## config.mk

```make
export PLATFORM = sky130hd
export DESIGN_NAME = rxl_receiver
export DESIGN_NICKNAME = d
export VERILOG_FILES = /design/src/rtl/rxl_pkg.sv /design/src/rtl/rxl_tick.sv /design/src/rtl/rxl_framer.sv /design/src/rtl/rxl_fifo.sv /design/src/rtl/rxl_flags.sv /design/src/rtl/rxl_receiver.sv
export SDC_FILE = /design/constraint.sdc
export NUM_CORES = 1
export LEC_CHECK = 0
export BUFFER_PORTS_ARGS = -buffer_cell sky130_fd_sc_hd__buf_2
export CORE_MARGIN = 2
export CORE_UTILIZATION = 25
export CTS_CLUSTER_SIZE = 25
export DETAILED_ROUTE_END_ITERATION = 10
export GPL_TIMING_DRIVEN = 0
export PLACE_DENSITY = 0.38
export SYNTH_ARGS = -nofsm -noshare
export SYNTH_HDL_FRONTEND = slang
export SYNTH_SLANG_ARGS = --single-unit
```

## constraint.sdc

```tcl
create_clock -name clk_i -period 4 [get_ports clk_i]
set_clock_uncertainty 0.05 [all_clocks]
set_input_delay 0.2 -clock clk_i [delete_from_list [all_inputs] [get_ports clk_i]]
set_output_delay 0.2 -clock clk_i [all_outputs]
set_load 0.05 [all_outputs]
```

## src/rtl/rxl_pkg.sv

```systemverilog
package rxl_pkg;
  localparam int DW = 8;

  typedef struct packed {
    logic          fe;
    logic          pe;
    logic [DW-1:0] data;
  } rx_entry_t;

  typedef enum logic [2:0] {
    S_IDLE, S_START, S_DATA, S_PAR, S_STOP, S_FEWAIT, S_BRK
  } rx_state_e;

  // majority vote of three line samples
  function automatic logic maj3(input logic [2:0] s);
    return (s[0] & s[1]) | (s[0] & s[2]) | (s[1] & s[2]);
  endfunction

  // 1 when data plus parity bit disagree with the chosen sense
  function automatic logic par_bad(input logic [DW-1:0] d, input logic pbit,
                                   input logic odd);
    return (^d) ^ pbit ^ odd;
  endfunction
endpackage

```

## src/rtl/rxl_tick.sv

```systemverilog
module rxl_tick #(
  parameter int DIV = 4
) (
  input  logic clk_i,
  input  logic rst_ni,
  output logic tick_o
);
  localparam int CW = (DIV > 1) ? $clog2(DIV) : 1;
  localparam logic [CW-1:0] LIM = CW'(DIV - 1);

  logic [CW-1:0] cnt;

  always_ff @(posedge clk_i or negedge rst_ni) begin
    if (!rst_ni)          cnt <= '0;
    else if (cnt == LIM)  cnt <= '0;
    else                  cnt <= cnt + 1'b1;
  end

  assign tick_o = (cnt == LIM);
endmodule

```

## src/rtl/rxl_framer.sv

```systemverilog
module rxl_framer
  import rxl_pkg::*;
#(
  parameter int OVS = 16
) (
  input  logic      clk_i,
  input  logic      rst_ni,
  input  logic      tick_i,
  input  logic      rx_i,
  input  logic      par_en_i,
  input  logic      par_odd_i,
  output logic      frm_vld_o,
  output rx_entry_t frm_o,
  output logic      brk_det_o,
  output logic      brk_hold_o
);
  localparam int CW = $clog2(OVS);
  localparam logic [CW-1:0] MID  = CW'(OVS / 2);
  localparam logic [CW-1:0] LAST = CW'(OVS - 1);

  logic [1:0]    sync;
  logic          rx_s;
  logic [2:0]    smp;
  rx_state_e     st;
  logic [CW-1:0] tcnt;
  logic [2:0]    bidx;
  logic [DW-1:0] shreg;
  logic          pbit;
  logic          bit_val;
  logic          bit_end;

  assign rx_s    = sync[1];
  assign bit_val = maj3(smp);
  assign bit_end = tick_i && (tcnt == LAST);

  always_ff @(posedge clk_i or negedge rst_ni) begin
    if (!rst_ni) begin
      sync      <= 2'b11;
      smp       <= 3'b111;
      st        <= S_IDLE;
      tcnt      <= '0;
      bidx      <= '0;
      shreg     <= '0;
      pbit      <= 1'b0;
      frm_vld_o <= 1'b0;
      frm_o     <= '0;
      brk_det_o <= 1'b0;
    end else begin
      sync      <= {sync[0], rx_i};
      frm_vld_o <= 1'b0;
      brk_det_o <= 1'b0;
      if (tick_i) begin
        smp <= {smp[1:0], rx_s};
        unique case (st)
          S_IDLE: begin
            tcnt <= '0;
            if (!rx_s) begin
              st   <= S_START;
              tcnt <= CW'(1);
            end
          end
          S_START: begin
            tcnt <= tcnt + 1'b1;
            if (tcnt == MID) begin
              tcnt <= '0;
              bidx <= '0;
              st   <= rx_s ? S_IDLE : S_DATA;
            end
          end
          S_DATA: begin
            tcnt <= tcnt + 1'b1;
            if (bit_end) begin
              shreg <= {bit_val, shreg[DW-1:1]};
              bidx  <= bidx + 1'b1;
              if (bidx == 3'd7) st <= par_en_i ? S_PAR : S_STOP;
            end
          end
          S_PAR: begin
            tcnt <= tcnt + 1'b1;
            if (bit_end) begin
              pbit <= bit_val;
              st   <= S_STOP;
            end
          end
          S_STOP: begin
            tcnt <= tcnt + 1'b1;
            if (bit_end) begin
              frm_vld_o  <= 1'b1;
              frm_o.data <= shreg;
              frm_o.fe   <= ~bit_val;
              frm_o.pe   <= par_en_i & par_bad(shreg, pbit, par_odd_i);
              st         <= bit_val ? S_IDLE : S_FEWAIT;
            end
          end
          S_FEWAIT: begin
            tcnt <= tcnt + 1'b1;
            if (rx_s) st <= S_IDLE;
            else if (tcnt == LAST) begin
              brk_det_o <= 1'b1;
              st        <= S_BRK;
            end
          end
          S_BRK: begin
            tcnt <= '0;
            if (rx_s) st <= S_IDLE;
          end
          default: st <= S_IDLE;
        endcase
      end
    end
  end

  assign brk_hold_o = (st == S_BRK);


  frm_pulse_chk: assert property (@(posedge clk_i) disable iff (!rst_ni)
    frm_vld_o |=> !frm_vld_o);


  brk_after_fe_chk: assert property (@(posedge clk_i) disable iff (!rst_ni)
    brk_det_o |-> frm_o.fe);


  brk_quiet_chk: assert property (@(posedge clk_i) disable iff (!rst_ni)
    (brk_hold_o && !rx_s) |=> !frm_vld_o);
endmodule

```

## src/rtl/rxl_fifo.sv

```systemverilog
module rxl_fifo
  import rxl_pkg::*;
#(
  parameter int DEPTH = 16
) (
  input  logic      clk_i,
  input  logic      rst_ni,
  input  logic      wr_i,
  input  rx_entry_t wdata_i,
  input  logic      rd_i,
  output rx_entry_t head_o,
  output logic      empty_o,
  output logic      full_o,
  output logic      drop_o
);
  localparam int AW   = (DEPTH > 1) ? $clog2(DEPTH) : 1;
  localparam int CNTW = AW + 1;
  localparam logic [CNTW-1:0] FULLV = CNTW'(DEPTH);

  function automatic logic [AW-1:0] nxt(input logic [AW-1:0] p);
    return (p == AW'(DEPTH - 1)) ? '0 : p + 1'b1;
  endfunction

  rx_entry_t       mem [DEPTH];
  logic [AW-1:0]   wp, rp;
  logic [CNTW-1:0] cnt;
  logic            do_wr, do_rd;

  assign empty_o = (cnt == '0);
  assign full_o  = (cnt == FULLV);
  assign do_wr   = wr_i && !full_o;
  assign do_rd   = rd_i && !empty_o;
  assign drop_o  = wr_i && full_o;
  assign head_o  = mem[rp];

  always_ff @(posedge clk_i) begin
    if (do_wr) mem[wp] <= wdata_i;
  end

  always_ff @(posedge clk_i or negedge rst_ni) begin
    if (!rst_ni) begin
      wp  <= '0;
      rp  <= '0;
      cnt <= '0;
    end else begin
      if (do_wr) wp <= nxt(wp);
      if (do_rd) rp <= nxt(rp);
      unique case ({do_wr, do_rd})
        2'b10:   cnt <= cnt + 1'b1;
        2'b01:   cnt <= cnt - 1'b1;
        default: cnt <= cnt;
      endcase
    end
  end


  full_hold_chk: assert property (@(posedge clk_i) disable iff (!rst_ni)
    (full_o && wr_i && !rd_i) |=> full_o);


  pop_dec_chk: assert property (@(posedge clk_i) disable iff (!rst_ni)
    (rd_i && !empty_o && !wr_i) |=> (cnt == $past(cnt) - 1'b1));
endmodule

```

## src/rtl/rxl_flags.sv

```systemverilog
module rxl_flags (
  input  logic       clk_i,
  input  logic       rst_ni,
  input  logic       brk_set_i,
  input  logic       ovr_set_i,
  input  logic       rd_i,
  input  logic       wr_i,
  input  logic [1:0] wdata_i,
  output logic       brk_o,
  output logic       ovr_o
);
  logic brk_arm, ovr_arm;

  always_ff @(posedge clk_i or negedge rst_ni) begin
    if (!rst_ni) begin
      brk_o   <= 1'b0;
      ovr_o   <= 1'b0;
      brk_arm <= 1'b0;
      ovr_arm <= 1'b0;
    end else begin
      if (brk_set_i)                            brk_o <= 1'b1;
      else if (wr_i && brk_arm && !wdata_i[0])  brk_o <= 1'b0;
      if (ovr_set_i)                            ovr_o <= 1'b1;
      else if (wr_i && ovr_arm && !wdata_i[1])  ovr_o <= 1'b0;

      if (wr_i)                brk_arm <= 1'b0;
      else if (rd_i && brk_o)  brk_arm <= 1'b1;
      if (wr_i)                ovr_arm <= 1'b0;
      else if (rd_i && ovr_o)  ovr_arm <= 1'b1;
    end
  end


  brk_set_chk: assert property (@(posedge clk_i) disable iff (!rst_ni)
    brk_set_i |=> brk_o);


  brk_noarm_chk: assert property (@(posedge clk_i) disable iff (!rst_ni)
    (brk_o && wr_i && !brk_arm) |=> brk_o);


  ovr_set_chk: assert property (@(posedge clk_i) disable iff (!rst_ni)
    ovr_set_i |=> ovr_o);
endmodule

```

## src/rtl/rxl_receiver.sv

```systemverilog
module rxl_receiver
  import rxl_pkg::*;
#(
  parameter int CLKS_PER_TICK = 4,
  parameter int OVS           = 16,
  parameter int DEPTH         = 16
) (
  input  logic          clk_i,
  input  logic          rst_ni,
  input  logic          rx_i,
  input  logic          par_en_i,
  input  logic          par_odd_i,
  input  logic          pop_i,
  input  logic          st_rd_i,
  input  logic          st_wr_i,
  input  logic [1:0]    st_wdata_i,
  output logic [DW-1:0] rd_data_o,
  output logic          rdy_o,
  output logic          frm_err_o,
  output logic          par_err_o,
  output logic          brk_o,
  output logic          ovr_o
);
  logic      tick;
  logic      frm_vld;
  rx_entry_t frm;
  logic      brk_det;
  logic      brk_hold;
  rx_entry_t head;
  logic      q_empty, q_full, q_drop;

  rxl_tick #(.DIV(CLKS_PER_TICK)) u_tick (
    .clk_i  (clk_i),
    .rst_ni (rst_ni),
    .tick_o (tick)
  );

  rxl_framer #(.OVS(OVS)) u_framer (
    .clk_i      (clk_i),
    .rst_ni     (rst_ni),
    .tick_i     (tick),
    .rx_i       (rx_i),
    .par_en_i   (par_en_i),
    .par_odd_i  (par_odd_i),
    .frm_vld_o  (frm_vld),
    .frm_o      (frm),
    .brk_det_o  (brk_det),
    .brk_hold_o (brk_hold)
  );

  rxl_fifo #(.DEPTH(DEPTH)) u_fifo (
    .clk_i   (clk_i),
    .rst_ni  (rst_ni),
    .wr_i    (frm_vld),
    .wdata_i (frm),
    .rd_i    (pop_i),
    .head_o  (head),
    .empty_o (q_empty),
    .full_o  (q_full),
    .drop_o  (q_drop)
  );

  rxl_flags u_flags (
    .clk_i     (clk_i),
    .rst_ni    (rst_ni),
    .brk_set_i (brk_det),
    .ovr_set_i (q_drop),
    .rd_i      (st_rd_i),
    .wr_i      (st_wr_i),
    .wdata_i   (st_wdata_i),
    .brk_o     (brk_o),
    .ovr_o     (ovr_o)
  );

  assign rdy_o     = !q_empty;
  assign rd_data_o = q_empty ? '0 : head.data;
  assign frm_err_o = !q_empty && head.fe;
  assign par_err_o = !q_empty && head.pe;


  no_push_in_brk_chk: assert property (@(posedge clk_i) disable iff (!rst_ni)
    $past(brk_hold) && brk_hold |-> !frm_vld);


  rdy_after_push_chk: assert property (@(posedge clk_i) disable iff (!rst_ni)
    (frm_vld && !q_full) |=> rdy_o);
endmodule

```

Word-level counts from Yosys, hierarchy flattened. Memories as Yosys holds them, arrays and structs flattened. Cells that the tools add are included.

$add $sub $neg: 7. Equality and inequality tests: 23. Muxes and demuxes: 41. Bitwise operators: 9. Reductions and logical operators: 33.

Operators by type and width (number): 3-bit two-way mux (13); 3-bit case mux with 7 select lines (1); 1-bit two-way mux (18); 4-bit equality test (second input constant) (4); 4-bit case mux with 4 select lines (1); 4-bit by 1-bit adder with 4-bit output (second input constant) (3); 3-bit equality test (second input constant) (4); 1-bit logical AND (12); 4-bit two-way mux (3); 2-bit by 1-bit != test with 1-bit output (second input constant) (6); 2-bit nonzero test (6); 5-bit case mux with 2 select lines (1); 3-bit AND reduction (3); 9-bit AND reduction (1); 8-bit two-way mux (1); 8-bit parity (1); 3-bit by 2-bit equality test with 1-bit output (second input constant) (2); 3-bit case mux with 2 select lines (1); 5-bit by 1-bit adder with 5-bit output (second input constant) (1); 5-bit equality test (second input constant) (1); 5-bit zero test (1); 5-bit by 1-bit subtractor with 5-bit output (second input constant) (1); 1-bit AND (4); 2-bit equality test (second input constant) (2); 16 further kinds (22).

Register bits after elaboration: 55. Bits in writable memories: 160. Input bits: 10. Output and inout port bits: 13. Logic and storage cells: 134. Memories kept: 1.

Memory list: u_fifo.mem (depth 16, width 10, read ports 1, clocked after Yosys merged registers in 0, wr ports 1, line rxl_fifo.sv:24) `rx_entry_t mem [DEPTH];`.

Logic depth before layout (Yosys ltp). Gate-level depths: netlist of the first run.

Word-level depth: 6. Depth in mapped cells: 13.

Modules after synthesis. Synthesis of the first run repeated with hierarchy kept, for this count alone.

Cell total of the unflattened synthesis: 538. Area total of the unflattened synthesis: 9175.0 um^2.

Modules (own cells, without submodules): rxl_fifo (instances 1, cells an instance 366, area an instance 7055.5 um^2, seq. area each 5129.9 um^2); rxl_framer (instances 1, cells an instance 142, area an instance 1795.5 um^2, seq. area each 907.1 um^2); rxl_flags (instances 1, cells an instance 14, area an instance 145.1 um^2, seq. area each 100.1 um^2); rxl_receiver (instances 1, cells an instance 12, area an instance 112.6 um^2, seq. area each 0.0 um^2); rxl_tick (instances 1, cells an instance 4, area an instance 66.3 um^2, seq. area each 50.0 um^2).

Worst setup path before layout of the first run. OpenSTA, ideal clock, no wires.

Path kind: register to register. Start point: register u_fifo.cnt[1]. End point: register u_fifo.cnt[4]. Library setup time: 128 ps. Arrival time: 2766 ps. Data required time: 3822 ps. Setup slack: 1056 ps. Cell stages (with the launch flop): 14. Path buffers: 2. Cell sequence: dfrtp_1 > clkbuf_1 > or4_4 > nor2_2 > inv_2 > and2_4 > ha_1 > clkbuf_1 > xor2_1 > ha_1 > a211o_1 > nand3_1 > a21oi_1 > xor2_1.

Cells in the longest elaborated chain, start to end: 5. Elaborated cells between the ends (all ways): 12. Those cells by class: add/sub (2); eq/ne (3); mux (1); reduce/logical (6).

Ends and longest elaborated chain: from (decl) (line rxl_fifo.sv:26) `logic [CNTW-1:0] cnt;`; from (signal assigned) (line rxl_fifo.sv:49) `2'b10: cnt <= cnt + 1'b1;`; from (signal assigned) (line rxl_fifo.sv:50) `2'b01: cnt <= cnt - 1'b1;`; from (signal assigned) (line rxl_fifo.sv:51) `default: cnt <= cnt;`; 5-bit zero test (*) (line rxl_fifo.sv:29) `assign empty_o = (cnt == '0);`; 1-bit zero test (*); net rdy_o (line rxl_receiver.sv:18) `output logic rdy_o,`; 1-bit logical AND (*) (line rxl_fifo.sv:32) `assign do_rd = rd_i && !empty_o;`; net u_fifo.do_rd (line rxl_fifo.sv:27) `logic do_wr, do_rd;`; 2-bit by 1-bit equality test with 1-bit output or 2-bit equality test (tied branches) (line rxl_fifo.sv:48) `unique case ({do_wr, do_rd})`; 5-bit case mux with 2 select lines or 2-bit nonzero test (tied branches).

Mark *: on every way through the listed nets, which the timed path passes. The rest lies on a longest branch. A chain may end at the register's enable or synchronous reset.

Final worst setup path of the first run.
Start point: register u_fifo.rp[2]. End point: output rd_data_o[3].

Cells in the longest elaborated chain, start to end: 2.

Ends and longest elaborated chain: from (decl) (line rxl_fifo.sv:25) `logic [AW-1:0] wp, rp;`; from (signal assigned) (line rxl_fifo.sv:47) `if (do_rd) rp <= nxt(rp);`; memory 16 x 10 bit; 8-bit two-way mux (line rxl_receiver.sv:76) `assign rd_data_o = q_empty ? '0 : head.data;`; to (decl) (line rxl_receiver.sv:17) `output logic [DW-1:0] rd_data_o,`.

No other way between the ends.

==> results of run 1 <==
path summary, 6_finish.rpt:
kind                                   from  slack (ps)  cells past startpoint                end
max reg2reg                   u_fifo.cnt[1]         880                     13      u_fifo.cnt[4]
max                            u_fifo.rp[2]         720                      6       rd_data_o[3]
min in group clk_i                     rx_i         280                      2   u_framer.sync[0]
min                                  rst_ni         220                      2   u_framer.tcnt[1]
min reg2reg                u_framer.sync[0]         310                      0   u_framer.sync[1]
max in group asynchronous            rst_ni        3180                      2  u_framer.frm_o[3]
area by class of cell:
class	count	area (um2)	share of cell area, %
clock buffers	30	644.4	6.184
well taps	455	569.3	5.463
clock inverters	11	95.09	0.9126
flip-flops and latches	215	6187	59.38
multi-input cells	262	2502	24.02
plain buffers	29	136.4	1.309
inverters	10	37.54	0.3602
repair buffers	35	247.7	2.378
cell usage after synthesis (all sizes together) (2+ instances only):
| master | number | area [um2] |
|---|---|---|
| buf | 17 | 91.34 |
| a21oi | 19 | 95.09 |
| nand2b | 6 | 37.54 |
| xnor2 | 9 | 78.83 |
| mux4 | 40 | 900.9 |
| nand2 | 19 | 71.32 |
| a21boi | 2 | 15.01 |
| mux2 | 24 | 277.8 |
| a31oi | 2 | 12.51 |
| nor3 | 7 | 35.03 |
| nor2b | 5 | 31.28 |
| ha | 13 | 162.7 |
| a21o | 2 | 15.01 |
| nand4 | 3 | 18.77 |
| o31ai | 3 | 22.52 |
| dfrtp | 50 | 1251 |
| dfstp | 5 | 131.4 |
| nor2 | 24 | 92.59 |
| a211o | 4 | 35.03 |
| o21ai | 14 | 70.06 |
| xor2 | 6 | 52.55 |
| nand3 | 12 | 60.06 |
| a22o | 4 | 35.03 |
| clkbuf | 12 | 45.04 |
| nand4b | 3 | 26.28 |
| inv | 10 | 37.53 |
| edfxtp | 160 | 4805 |
| and2 | 3 | 21.27 |
| a22oi | 20 | 150.1 |
state kept, by name, indices dropped and copies added (netlist names), 4 cells and up:
| register | cells |
|---|---|
| u_framer.shreg | 8 |
| u_fifo.mem | 160 |
| u_fifo.wp | 4 |
| u_framer.tcnt | 4 |
| u_fifo.cnt | 5 |
| u_framer.frm_o | 10 |
| u_fifo.rp | 4 |
cell families (layout without fill, tap and decap cells):
family                     after synthesis  in the layout  synth area share, %
DFF                                    215            215                69.96
and+or+nand+nor                         89             89                5.094
AOI/OAI and AO/OA                       78             78                5.843
muxes                                   65             65                13.44
buffers and inverters                   39            115                1.967
xor gates and xnor gates                16             16                1.740
adders and majority gates               14             14                1.953
metal layers:
layer  vias up  track usage (%)
met2       102            17.87
met3        37            1.973
met4         0            3.376
met1      2469            16.20
met5         -                0
li1       2150                -
stage by stage:
stage	hold WS, ps	instances	area (um2)	util [%]
3_3_place_gp	257.0	993	9523	27.43
6_report	218.9	1047	10420	30.02
3_5_place_dp	257.9	997	9588	27.62
5_1_grt	276.8	1047	10420	30.02
4_1_cts	249.1	1047	10420	30.01
2_1_floorplan	-145.6	516	8843	-
power breakdown:
part	internal (mW)	total, mW	switching, mW
logic	0.482	1.47	0.991
clock network	1.21	2.09	0.886
registers	2.44	2.49	0.0542
timing repair:
item	CTS	global route
endpoints found under the hold margin	58	0
hold buffers	9	0
resized for setup	0	0
==> PnR_summary.wiki, run 1 <==
{| class="wikitable"
! Metric !! Value
|-
| Result of the run || finished clean
|-
| Number of endpoints failing setup at the final stage || 0
|-
| Prevailing post-synth register cell || edfxtp_1
|-
| Hold Violations, Final || 0
|-
| Endpoint type of the worst setup path || output port
|-
| Number of buffers and inverters on the critical path || 3
|-
| Relative area change from synthesis to final layout || 17.83%
|-
| Source-to-sink clock delay at the later pin of the worst-skew pair || 520 ps
|-
| Num CTS Buffers || 25
|-
| CTS sink count || 215
|-
| Setup total negative slack || 0 ps
|-
| PnR Total Power || 6.061 mW
|-
| Grt total ovfl || 0
|-
| Number of distinct library cells after synthesis || 55
|-
| Floorplan die width || 192.1 um
|-
| Total Nets Final || 601
|-
| Master of the slowest instance on the critical path || clkbuf_1
|-
| Routed length on met2 || 9398 um
|-
| Global-route wire length before repair || 31340 um
|-
| VDD IR max || 0.0004772 V
|-
| Largest incremental delay on the critical path || 640 ps
|-
| Arrival @ worst endpoint || 3030 ps
|-
| Die ar. || 0.03689 mm2
|-
| Total length of routed met3 wires || 874 um
|-
| Most frequent cells in the layout || 160 x edfxtp_1, 50 x dfrtp_1, 40 x mux4_2
|-
| Vias post-DR || 4758
|-
| CTS clock-pin slew for the worst setup and hold paths || 60 ps
|-
| Seq/Total Area, Yosys || 69.96%
|-
| RSZ-0062 raised after global routing || false
|-
| Core area || 0.03471 mm2
|-
| Routed wire length per instance || 19.37 um
|-
| Number of antenna violations at the first check in global routing || 0
|-
| Via count of the first global-routing pass || 4959
|-
| Worst path setup slack after routing || 717.1 ps
|-
| Iteration-0 DRC count of the detailed router || 321
|-
| Number of top-level design ports || 23
|-
| Buffers from clock root to sink, at most || 3
|-
| Num rows || 68
|-
| Overall Global Routing Usage || 11.41%
|-
| Number of pins exceeding their max-slew limit in the final report || 0
|-
| Post-CTS setup buffer count || 0
|-
| Worst slack at placement || 879.8 ps
|-
| Post-synthesis sequential element count || 215
|-
| Cell count after synthesis || 516
|-
| Port bufs || 22
|-
| Die Height || 192.1 um
|-
| Antenna diodes || 0
|-
| Count of unresolved DRC violations after routing || 0
|-
| Largest net degree at the start of global routing || 56
|-
| GP Congestion || 0.7976
|-
| Most frequent standard cell in the layout excluding fill and tap cells || edfxtp_1
|-
| Synth Cell Area || 0.008843 mm2
|-
| Required @ worst endpoint || 3750 ps
|-
| Clock period minus final worst setup slack || 3283 ps
|-
| Initial core utilization || 25.48%
|-
| Leakage power of the design || 3.335 nW
|-
| Mapped Avg Cell Area || 17.14 um2
|-
| Total nets after synthesis || 539
|-
| Worst hold-check path type || in -> async
|-
| Number of synthesized flops with an enable pin || 160
|-
| Crit path max fanout || 10
|-
| Uppermost metal layer occupied by signal nets || met4
|-
| Cell repeated most along the worst path || clkbuf_1
|-
| Crit Path Class || reg -> out
|-
| Total wire length || 20280 um
|-
| Slew headroom || 23.65%
|-
| Sequence of cells on the critical path || clkbuf_1 > clkbuf_1 > mux4_2 > a22oi_1 > a21oi_1 > buf_2
|-
| CP delay by family, top || buffers and inverters
|-
| Critical path launch point type || register
|-
| H-Tree Depth || 1
|-
| Total of warnings raised by yosys || 0
|-
| Sum of routed wire segments on met1 || 9455 um
|-
| Number of filler cells placed in the layout || 3466
|-
| Total power density per cell area || 581.6 mW/mm2
|-
| Proportion of synthesized flip-flops having asynchronous set or reset || 25.58%
|-
| Half-perimeter wire length after placement || 13140 um
|-
| Drt via density || 4.544
|-
| Max-cap check violation count || 0
|-
| Transition time at the pin with the least slew margin || 1141 ps
|-
| Ratio of cells with drive above 1 in the final layout || 24.83%
|-
| Fin crit share || 82.07%
|-
| First-pass detailed-route iteration total || 4
|-
| Clock tree from TritonCTS || done
|-
| CTS Root Buffer Type || clkbuf_16
|-
| Count of antenna-violating nets left after detailed routing || 0
|-
| Maximum frequency from static timing analysis || 304.6 MHz
|}
Power figures use the tool's default switching activity.
==> run 2, diff against run 1 <==
==> constraint.sdc (replaced) <==
create_clock -name clk_i -period 3.3 [get_ports clk_i]
set_clock_uncertainty 0.05 [all_clocks]
set_input_delay 0.165 -clock clk_i [delete_from_list [all_inputs] [get_ports clk_i]]
set_output_delay 0.165 -clock clk_i [all_outputs]
set_load 0.05 [all_outputs]
==> run 2 against run 1 <==
  * Non-clock buffer count unchanged
  * Total power increased by 21%
  * Critical path depth increased by 7
  * Sequential share of layout area decreased by 0.050 points
  * Clock-buffer cell count unchanged
  * Combinational power increased by 22%
  * Register-to-register slack got worse by 680 ps
  * Design area about the same
  * Global-route usage unchanged
  * Cell count unchanged
  * Wire length increased by 0.27%
  * Die area unchanged
==> PnR_summary.wiki, run 2 (synthesis results as in run 1) <==
{| class="wikitable"
! Metric !! Value
|-
| Ratio of cells with drive above 1 in the final layout || 25.34% (+0.51 points)
|-
| Number of top-level design ports || 23 (unchanged)
|-
| Endpoint type of the worst setup path || register
|-
| Number of endpoints failing setup at the final stage || 0 (unchanged)
|-
| CTS sink count || 215 (unchanged)
|-
| Maximum frequency from static timing analysis || 322.9 MHz
|-
| Transition time at the pin with the least slew margin || 1150 ps (+9.240 ps)
|-
| Vias post-DR || 4810 (+1.1%)
|-
| Most frequent cells in the layout || 160 x edfxtp_1, 50 x dfrtp_1, 40 x mux4_2
|-
| Iteration-0 DRC count of the detailed router || 360 (+12%)
|-
| Total power density per cell area || 705.2 mW/mm2 (+21%)
|-
| Post-CTS setup buffer count || 0 (unchanged)
|-
| Leakage power of the design || 3.344 nW (+0.28%)
|-
| VDD IR max || 0.0005773 V (+21%)
|-
| Total placed instance area || 0.009588 mm2 (unchanged)
|-
| Worst R2R Path Depth || 13 (unchanged)
|-
| CTS clock-pin slew for the worst setup and hold paths || 60 ps (about the same)
|-
| Half-perimeter wire length after placement || 13140 um (unchanged)
|-
| Relative area change from synthesis to final layout || 17.93% (about the same)
|-
| Worst hold-check path type || in -> async
|-
| Result of the run || finished clean
|-
| Fraction of power consumed by sequential logic || 41.1% (about the same)
|-
| Flip-flop count of the largest register, all copies and words added || 160 (unchanged)
|-
| Placed Cells incl. Taps || 997 (unchanged)
|-
| Post-route standard cell area excluding fillers || 0.01043 mm2 (about the same)
|-
| Most frequent standard cell in the layout excluding fill and tap cells || edfxtp_1
|-
| Buffers from clock root to sink, at most || 3 (unchanged)
|-
| Total Nets Final || 601 (unchanged)
|-
| Core area || 0.03471 mm2 (unchanged)
|-
| Number of filler cells placed in the layout || 3467 (+0.029%)
|-
| Hold Slack || 185.8 ps (-33.13 ps)
|-
| Count of antenna-violating nets left after detailed routing || 0 (unchanged)
|-
| Antenna diodes || 0 (unchanged)
|-
| Clock tree from TritonCTS || done
|-
| Floorplan die width || 192.1 um (unchanged)
|-
| Max-cap check violation count || 0 (unchanged)
|-
| Crit Path Class || reg -> reg
|-
| Number of pins exceeding their max-slew limit in the final report || 0 (unchanged)
|-
| Cell-internal power || 5.008 mW (+21%)
|-
| Routed wire length per instance || 19.43 um (+0.27%)
|-
| RSZ-0062 raised after global routing || true
|-
| Share of power burned in the clock network || 34.5% (about the same)
|-
| Port bufs || 22 (unchanged)
|-
| Required @ worst endpoint || 3650 ps (-100 ps)
|-
| Count of unresolved DRC violations after routing || 0 (unchanged)
|-
| Number of antenna violations at the first check in global routing || 0 (unchanged)
|-
| Slew headroom || 23.04% (-0.62 points)
|-
| Share of the core filled with cells || 30.04% (about the same)
|-
| Initial core utilization || 25.48% (unchanged)
|-
| Crit path max fanout || 9 (-1)
|-
| H-Tree Depth || 1 (unchanged)
|-
| Source-to-sink clock delay at the later pin of the worst-skew pair || 520 ps (about the same)
|-
| Fin crit share || 93.83%
|-
| Switching part of the total power || 31.91% (+0.042 points)
|-
| Grt total ovfl || 0 (unchanged)
|-
| Drt via density || 4.594 (+1.1%)
|-
| Leading registers by flop count || u_fifo.mem x160, u_framer.frm_o x10, u_framer.shreg x8
|-
| Clock period minus final worst setup slack || 3096 ps
|-
| Num CTS Buffers || 25 (unchanged)
|-
| First-pass detailed-route iteration total || 5 (+1)
|-
| Die ar. || 0.03689 mm2 (unchanged)
|-
| Net Switching || 2.347 mW (+22%)
|-
| Global-route wire length before repair || 31340 um (unchanged)
|-
| Most flop-heavy register || u_fifo.mem
|-
| GP Congestion || 0.7976 (unchanged)
|-
| Post-layout instance count excluding filler cells || 1047 (unchanged)
|-
| Proportion of power drawn by combinational gates || 24.3% (about the same)
|-
| Total wire length || 20340 um (+0.27%)
|-
| Critical path launch point type || register
|-
| CTS Root Buffer Type || clkbuf_16
|-
| Via count of the first global-routing pass || 4959 (unchanged)
|-
| Hold Violations, Final || 0 (unchanged)
|-
| Overall Global Routing Usage || 11.41% (unchanged)
|-
| Largest net degree at the start of global routing || 56 (unchanged)
|-
| Arrival @ worst endpoint || 3450 ps (+420 ps)
|-
| Die Height || 192.1 um (unchanged)
|-
| Num rows || 68 (unchanged)
|}
-- run 2: worst max-delay path, stage by stage (launching register included) --
cell and delay (ps):
dfrtp_1 360, clkbuf_1 190, or4_4 550, nor2_4 160, inv_2 60, and2_4 180, ha_1 190, clkbuf_1 180
xor2_1 190, ha_1 250, a211o_1 290, nand3_1 90, a21oi_1 80, xor2_1 140
-- run 2: repair_timing --
item	4_1_cts	5_1_grt
endpoints found under the setup margin	0	9
hold buffers	9	0
resized for setup	0	7
hold endpoints to repair	59	0
-- run 2: power by group through the flow --
stage | sequential [mW] | combinational (mW) | clock, mW
4_1_cts | 3.02 | 1.83 | 2.62
6_report | 3.03 | 1.79 | 2.54
2_1_floorplan | 3.06 | 1.30 | 0
3_3_place_gp | 3.08 | 1.81 | 0
3_5_place_dp | 3.08 | 1.81 | 0
5_1_grt | 3.04 | 1.95 | 2.71
-- run 2: final cells by class --
| class | instances | area [um2] | area share, % |
|---|---|---|---|
| repair buffers | 35 | 247.7 | 2.376 |
| clock buffers | 30 | 644.4 | 6.179 |
| plain buffers | 29 | 140.1 | 1.344 |
| multi-input cells | 262 | 2507 | 24.04 |
| clock inverters | 11 | 95.09 | 0.9118 |
| flip-flops and latches | 215 | 6187 | 59.33 |
| inverters | 10 | 37.54 | 0.3599 |
| well taps | 455 | 569.3 | 5.459 |
-- run 2: metrics by stage --
step | power [mW] | setup TNS, ps | worst slack (ps)
after global routing | 7.704 | -26.62 | -26.62
after detailed placement | 4.890 | 0 | 179.8
final | 7.355 | 0 | 203.5
after CTS | 7.470 | 0 | 4.200
after global placement | 4.885 | 0 | 24.04
after floorplan | 4.360 | 0 | 356.2
-- run 2: final timing paths --
path	startpoint	endpoint	slack (ps)
worst max-delay path	u_fifo.cnt[1]	u_fifo.cnt[4]	200
worst min-delay path	rst_ni	u_framer.tcnt[1]	190
worst max register to register	u_fifo.cnt[1]	u_fifo.cnt[4]	200
worst min register to register	u_framer.sync[0]	u_framer.sync[1]	310
max in group asynchronous	rst_ni	u_framer.frm_o[3]	2510
min in group clk_i	rx_i	u_framer.sync[0]	250
-- run 2: routing by layer --
metal / vias up / wire length [um] / track usage (%)
met5: - / 0 / 0
met4: 0 / 555 / 3.376
met3: 37 / 924 / 1.973
met2: 122 / 9375 / 17.87
met1: 2496 / 9483 / 16.20
li1: 2155 / - / -
